<file path="config.mk">
export PLATFORM = sky130hd
export DESIGN_NAME = mem_wr_sequencer
export DESIGN_NICKNAME = d
export VERILOG_FILES = /design/src/rtl/mws_pkg.sv /design/src/rtl/mws_datapath.sv /design/src/rtl/mws_ctrl.sv /design/src/rtl/mem_wr_sequencer.sv
export SDC_FILE = /design/constraint.sdc
export NUM_CORES = 1
export LEC_CHECK = 0
export BUFFER_PORTS_ARGS = -buffer_cell sky130_fd_sc_hd__buf_2
export CORE_AREA = 2 2 89 91
export CTS_CLUSTER_SIZE = 14
export DETAILED_ROUTE_END_ITERATION = 16
export DIE_AREA = 0 0 91 93
export PLACE_DENSITY = 0.86
export SETUP_SLACK_MARGIN = 0.05
export SLEW_MARGIN = 20
export SYNTH_ARGS = -nofsm -noshare
export SYNTH_HDL_FRONTEND = slang
export SYNTH_SLANG_ARGS = --single-unit
</file>
<file path="constraint.sdc">
create_clock -name clk -period 1.9 [get_ports clk]
set_input_delay 0.095 -clock clk [delete_from_list [all_inputs] [get_ports clk]]
set_output_delay 0.095 -clock clk [all_outputs]
set_load 0.02 [all_outputs]
</file>
<file path="src/rtl/mws_pkg.sv">
package mws_pkg;

  typedef enum logic [1:0] {
    SZ_DWORD   = 2'd0,
    SZ_BURST8  = 2'd1,
    SZ_BURST64 = 2'd2,
    SZ_RSVD    = 2'd3
  } size_e;

  // strobes from control to datapath
  typedef struct packed {
    logic loadCmd;
    logic pushBeat;
  } dp_ctrl_t;

  function automatic int beatsFor(size_e sz, int b8, int b64);
    case (sz)
      SZ_DWORD:   return 1;
      SZ_BURST8:  return b8;
      SZ_BURST64: return b64;
      default:    return 0;
    endcase
  endfunction

endpackage

</file>
<file path="src/rtl/mws_datapath.sv">
module mws_datapath
  import mws_pkg::*;
#(
  parameter int ADDR_W    = 32,
  parameter int DATA_W    = 64,
  parameter int WORD_W    = 32,
  parameter int CNT_W     = 6,
  parameter int BEATS_B8  = 4,
  parameter int BEATS_B64 = 32
) (
  input  logic                  clk,
  input  logic                  rstN,
  input  dp_ctrl_t              ctl,
  input  logic [ADDR_W-1:0]     cmdAddr,
  input  size_e                 cmdSize,
  input  logic [DATA_W-1:0]     beatData,
  input  logic [DATA_W/8-1:0]   beatBe,
  output logic [ADDR_W-1:0]     addrOut,
  output size_e                 sizeQ,
  output logic [DATA_W-1:0]     wrData,
  output logic [DATA_W/8-1:0]   wrBe,
  output logic                  lastBeat
);

  localparam int WORD_BYTES = WORD_W / 8;
  localparam int NUM_WORDS  = DATA_W / WORD_W;

  logic [ADDR_W-1:0] addrQ;
  logic [CNT_W-1:0]  leftQ;

  always_ff @(posedge clk or negedge rstN) begin
    if (!rstN) begin
      addrQ <= '0;
      sizeQ <= SZ_DWORD;
      leftQ <= '0;
    end else if (ctl.loadCmd) begin
      addrQ <= cmdAddr;
      sizeQ <= cmdSize;
      leftQ <= CNT_W'(beatsFor(cmdSize, BEATS_B8, BEATS_B64));
    end else if (ctl.pushBeat) begin
      leftQ <= leftQ - 1'b1;
    end
  end

  assign addrOut  = addrQ;
  assign lastBeat = (leftQ == CNT_W'(1));

  // byte lane reversal inside each word
  for (genvar w = 0; w < NUM_WORDS; w++) begin : g_word
    for (genvar b = 0; b < WORD_BYTES; b++) begin : g_byte
      assign wrData[w*WORD_W + b*8 +: 8] =
        beatData[w*WORD_W + (WORD_BYTES-1-b)*8 +: 8];
      assign wrBe[w*WORD_BYTES + b] = beatBe[w*WORD_BYTES + (WORD_BYTES-1-b)];
    end
  end

  a_r9_no_extra_push: assert property (@(posedge clk) disable iff (!rstN)
    ctl.pushBeat |-> (leftQ != '0));

endmodule

</file>
<file path="src/rtl/mws_ctrl.sv">
module mws_ctrl
  import mws_pkg::*;
#(
  parameter int CNT_W     = 6,
  parameter int BEATS_B8  = 4,
  parameter int BEATS_B64 = 32
) (
  input  logic             clk,
  input  logic             rstN,
  input  logic             cmdValid,
  input  size_e            cmdSize,
  input  logic [CNT_W-1:0] cmdBeats,
  output logic             cmdReady,
  input  logic             beatValid,
  output logic             beatReady,
  input  logic             wrFull,
  output logic             wrPush,
  output logic             addrReq,
  input  logic             addrAck,
  output logic             errPulse,
  input  size_e            sizeQ,
  input  logic             lastBeat,
  output dp_ctrl_t         ctl
);

  typedef enum logic [1:0] {ST_IDLE, ST_REQ, ST_PUSH} state_e;

  state_e           state;
  logic             reqQ, errQ, ackSeenQ, pushDoneQ;
  logic             cmdBad;
  logic [CNT_W-1:0] expBeats;

  always_comb begin
    expBeats  = CNT_W'(beatsFor(cmdSize, BEATS_B8, BEATS_B64));
    cmdBad    = (cmdSize == SZ_RSVD) || (cmdBeats != expBeats);
    cmdReady  = (state == ST_IDLE);
    beatReady = (state == ST_PUSH) && !wrFull;
    wrPush    = beatReady && beatValid;
    ctl.loadCmd  = cmdReady && cmdValid && !cmdBad;
    ctl.pushBeat = wrPush;
  end

  always_ff @(posedge clk or negedge rstN) begin
    if (!rstN) begin
      state <= ST_IDLE;
      reqQ  <= 1'b0;
      errQ  <= 1'b0;
    end else begin
      errQ <= cmdReady && cmdValid && cmdBad;
      case (state)
        ST_IDLE: if (ctl.loadCmd) begin
          if (cmdSize == SZ_DWORD) begin
            state <= ST_REQ;
            reqQ  <= 1'b1;
          end else begin
            state <= ST_PUSH;
          end
        end
        ST_PUSH: if (wrPush && lastBeat) begin
          if (sizeQ == SZ_DWORD) begin
            state <= ST_IDLE;
          end else begin
            state <= ST_REQ;
            reqQ  <= 1'b1;
          end
        end
        ST_REQ: if (addrAck) begin
          reqQ  <= 1'b0;
          state <= (sizeQ == SZ_DWORD) ? ST_PUSH : ST_IDLE;
        end
        default: state <= ST_IDLE;
      endcase
    end
  end

  // progress flags used only to guard the ordering rules
  always_ff @(posedge clk or negedge rstN) begin
    if (!rstN) begin
      ackSeenQ  <= 1'b0;
      pushDoneQ <= 1'b0;
    end else if (ctl.loadCmd) begin
      ackSeenQ  <= 1'b0;
      pushDoneQ <= 1'b0;
    end else begin
      if (reqQ && addrAck)    ackSeenQ  <= 1'b1;
      if (wrPush && lastBeat) pushDoneQ <= 1'b1;
    end
  end

  assign addrReq  = reqQ;
  assign errPulse = errQ;

  a_r1_dword_push_after_ack: assert property (@(posedge clk) disable iff (!rstN)
    (wrPush && sizeQ == SZ_DWORD) |-> ackSeenQ);
  a_r2_burst_data_first: assert property (@(posedge clk) disable iff (!rstN)
    ($rose(addrReq) && sizeQ != SZ_DWORD) |-> pushDoneQ);
  a_r2_no_push_during_req: assert property (@(posedge clk) disable iff (!rstN)
    addrReq |-> !wrPush);
  a_r3_req_held: assert property (@(posedge clk) disable iff (!rstN)
    (addrReq && !addrAck) |=> addrReq);
  a_r3_req_dropped: assert property (@(posedge clk) disable iff (!rstN)
    (addrReq && addrAck) |=> !addrReq);
  a_r7_ready_only_idle: assert property (@(posedge clk) disable iff (!rstN)
    cmdReady |-> (!addrReq && !beatReady));
  a_r8_error_no_issue: assert property (@(posedge clk) disable iff (!rstN)
    errPulse |-> (cmdReady && !addrReq && !wrPush));

endmodule

</file>
<file path="src/rtl/mem_wr_sequencer.sv">
module mem_wr_sequencer
  import mws_pkg::*;
#(
  parameter int ADDR_W = 32,
  parameter int DATA_W = 64,
  parameter int WORD_W = 32,
  localparam int BEATS_B8  = (8 * WORD_W) / DATA_W,
  localparam int BEATS_B64 = (64 * WORD_W) / DATA_W,
  localparam int CNT_W     = $clog2(BEATS_B64 + 1)
) (
  input  logic                clk,
  input  logic                rstN,
  input  logic                cmdValid,
  output logic                cmdReady,
  input  logic [ADDR_W-1:0]   cmdAddr,
  input  logic [1:0]          cmdSize,
  input  logic [CNT_W-1:0]    cmdBeats,
  input  logic                beatValid,
  output logic                beatReady,
  input  logic [DATA_W-1:0]   beatData,
  input  logic [DATA_W/8-1:0] beatBe,
  output logic                errPulse,
  output logic                addrReq,
  input  logic                addrAck,
  output logic                addrRnw,
  output logic [ADDR_W-1:0]   addrOut,
  output logic [1:0]          sizeOut,
  output logic                wrPush,
  output logic [DATA_W-1:0]   wrData,
  output logic [DATA_W/8-1:0] wrBe,
  input  logic                wrFull
);

  size_e    cmdSizeE, sizeQ;
  dp_ctrl_t ctl;
  logic     lastBeat;

  assign cmdSizeE = size_e'(cmdSize);
  assign sizeOut  = sizeQ;
  assign addrRnw  = 1'b0;

  mws_ctrl #(
    .CNT_W(CNT_W), .BEATS_B8(BEATS_B8), .BEATS_B64(BEATS_B64)
  ) u_ctrl (
    .clk(clk), .rstN(rstN),
    .cmdValid(cmdValid), .cmdSize(cmdSizeE), .cmdBeats(cmdBeats), .cmdReady(cmdReady),
    .beatValid(beatValid), .beatReady(beatReady),
    .wrFull(wrFull), .wrPush(wrPush),
    .addrReq(addrReq), .addrAck(addrAck), .errPulse(errPulse),
    .sizeQ(sizeQ), .lastBeat(lastBeat), .ctl(ctl)
  );

  mws_datapath #(
    .ADDR_W(ADDR_W), .DATA_W(DATA_W), .WORD_W(WORD_W), .CNT_W(CNT_W),
    .BEATS_B8(BEATS_B8), .BEATS_B64(BEATS_B64)
  ) u_dp (
    .clk(clk), .rstN(rstN), .ctl(ctl),
    .cmdAddr(cmdAddr), .cmdSize(cmdSizeE),
    .beatData(beatData), .beatBe(beatBe),
    .addrOut(addrOut), .sizeQ(sizeQ),
    .wrData(wrData), .wrBe(wrBe), .lastBeat(lastBeat)
  );

  a_r4_req_fields_stable: assert property (@(posedge clk) disable iff (!rstN)
    (addrReq && !addrAck) |=> ($stable(addrOut) && $stable(sizeOut)));
  a_r4_write_only: assert property (@(posedge clk) disable iff (!rstN)
    !addrRnw);
  a_r6_no_push_when_full: assert property (@(posedge clk) disable iff (!rstN)
    wrFull |-> !wrPush);

endmodule

</file>
==> results.cfg <==
[status]
outcome = finished, final reports clean

[setup_path]
cp_max_fo = 14
crit_cells = 5
critical-path-top-delay-family = simple AND/OR/NAND/NOR gates
path_buf_inv = 1
cp_cell_sequence = nor2_2 -> nand2_1 -> and4b_4 -> buf_12 -> mux2_2
reg2reg_from = u_ctrl.state[0]
slowest_delay_ps = 460
required_ps = 2070
path_class = reg -> reg
endpoint = u_dp.addrOut[0]
cp.arrival_ps = 1960
critPathCaptureType = flop
worst-r2r-cell-count = 5
r2r_slack_ps = 110
startpoint = u_ctrl.state[0]
cp-start-kind = flop
worstReg2RegEnd = u_dp.addrOut[0]
worst_path_max_delay_cell = dfrtp_2

[route]
drcViolationCount = 0
first_pass_iters = 4
route.vias.total = 1539
drt_iter0_drc = 26
via_per_inst = 4.487
wl_per_cell_um = 16.34
antenna_left = 0
routed_wirelength_um = 5604

[cts]
cts_made_buffers = 5
htree_num_levels = 2
cts_sinks = 44
clk_path_buf_depth = 2
clock_latency_ps = 290
clkTransAtPathRegs_ps = 90
cts_tree = yes
cts.root.buffer_cell = clkbuf_8

[cells_and_area]
layout_commonest_cell = buf_2
final_cell_mix = 84 x buf_2, 43 x dfrtp_1, 32 x mux2_4
num-nets-final = 360
fillers = 750
drive_above_1_share_pct = 58.92
areaGrowthSynthToFinish_pct = 6.188
stdcell_count = 343
multi_input_comb_area_um2 = 902.1
seq_area_mm2 = 0.001102
diodes = 0

[floorplan]
die_h_um = 93
rows = 32
initial_core_util_pct = 34.92
die-area_mm2 = 0.008463
core-area_mm2 = 0.007527
die_x_um = 91
num_io_pins = 230

[timing]
slew_headroom_pct = 56.20
tightest_slew_ps = 657.0
skew_ps = 16.51
finalSetupViolations = 0
fin_crit_ps = 1790
slew_viol_final = 0
min_period_over_period_pct = 94.22
final.setup.tns_ps = 0
whs_ps = 37.38
max_freq_mhz = 558.6
finalWorstSetupSlack_ps = 109.9
hold_viol = 0

[synthesis]
ys_seq_area_share_pct = 41.88
ys_types = 35
syn_inst = 216
ys_ff_latch = 44
synth_area_mm2 = 0.002629
synthesis.nets = 336
ys_warn_count = 0
avgSynthCellArea_um2 = 12.17

[global_routing]
grt_pass1_wl_um = 8183
grt-ovfl-total = 0
grt_max_degree = 31
grt_pass1_vias = 1515
grt_antenna_before_repair = 0
track_usage_pct = 12.67

[job]
cap_violations = 0

[pwr]
p_total_w = 0.003045
leakagePower_nw = 1.444
p_per_area_mw_per_mm2 = 1091
vdd_drop_max_mv = 0.3533

[worst_hold_path]
hold_class = in -> reg

[placed_design]
preCtsSetupSlack_ps = 54.24
place_inst = 331
place_hpwl_um = 4369
place.gp.congestion = 0.8018
io_buffers = 84
==> final cells by class <==
cell class	count	area share, %
repair buffers	96	19.59
well taps	102	4.572
flip-flops and latches	44	39.49
clock inverters	1	0.2689
inverters	5	0.6723
clock buffers	7	3.093
multi-input cells	88	32.32
==> per-layer routing <==
layer | up-vias | global-route usage [%] | share of wire, %
li1 | 693 | - | -
met1 | 728 | 13.12 | 36
met2 | 108 | 22.28 | 51
met3 | 10 | 6.446 | 12
met4 | 0 | 4.167 | 1.1
met5 | - | 0 | 0
==> per-stage QoR <==
step	util, %	area (um^2)
detailed placement	34.76	2616
CTS	36.17	2723
finish	37.08	2791
global placement	34.76	2616
global route	37.08	2791
floorplan	-	2629
==> registers in the layout, indices dropped and copies added, names as in the netlist <==
name,cells
u_ctrl.state,2
u_dp.sizeQ,2
u_dp.addrOut,32
u_dp.leftQ,6
u_ctrl.errPulse,1
u_ctrl.addrReq,1
==> kinds of logic (layout without fill, tap and decap cells) <==
kind of cell             after synthesis  count (layout)  synth area share [%]
adder cells (fa/ha/maj)                2               2                0.9518
flip-flops                            44              44                 41.88
other                                  1               1                0.1427
buffers and inverters                 84             109                 24.85
AND/OR/NAND/NOR                       32              32                 6.997
AO/OA/AOI/OAI                         11              11                 3.284
XOR/XNOR                               5               5                 1.666
multiplexers                          37              37                 20.23
==> power by group <==
| group | switching, W | internal [W] |
|---|---|---|
| clock | 0.000301 | 0.000295 |
| sequential | 0.000167 | 0.00118 |
| combinational | 0.000579 | 0.000524 |
| total | 0.00105 | 0.00200 |
==> worst min path at each step <==
stage	start	end	slack (ps)	cells past startpoint
2_1_floorplan	rstN	u_ctrl.addrReq	-200	0
3_5_place_dp	rstN	u_dp.addrOut[13]	160	1
6_report	cmdAddr[4]	u_dp.addrOut[4]	40	2
5_1_grt	cmdAddr[12]	u_dp.addrOut[12]	20	2
4_1_cts	cmdAddr[4]	u_dp.addrOut[4]	30	2
3_3_place_gp	rstN	u_dp.addrOut[10]	150	1
==> synthesized netlist by cell type <==
cell,instances,area [um^2]
buf_4,73,548.0
dfrtp_1,44,1101
mux2_4,32,480.5
nor2_1,11,41.29
inv_1,5,18.77
mux2i_1,4,40.04
nand2_1,4,15.01
xor2_1,4,35.03
a21oi_1,3,15.01
buf_12,3,60.06
nor4bb_1,3,30.03
and4b_1,2,20.02
buf_6,2,22.52
ha_1,2,25.02
nand2b_1,2,12.51
nand3_1,2,10.01
o31ai_1,2,15.01
a2111oi_2,1,15.01
a211o_1,1,8.760
a211oi_1,1,7.510
a311o_1,1,10.01
a31oi_1,1,6.260
clkbuf_1,1,3.750
conb_1,1,3.750
mux2_2,1,11.26
nand3b_1,1,7.510
nand4_1,1,6.260
nor3_1,1,5.000
nor3b_1,1,7.510
nor4b_1,1,8.760
o32ai_1,1,8.760
or2_2,1,6.260
or2b_1,1,7.510
or3_1,1,6.260
xnor2_1,1,8.760
==> worst reg2reg max path: stages, from the launching register on <==
cell     delay, ps
dfrtp_2        460
nor2_2         170
nand2_1         90
and4b_4        410
buf_12         190
mux2_2         350
==> what timing repair did <==
action,CTS,global route
hold buffers,1,0
cloned,0,1
setup buffers,0,2
hold endpoints to repair,28,0
resized for setup,1,6
endpoints found under the setup margin,1,32
Note: power is estimated with default switching activity, not from simulation.
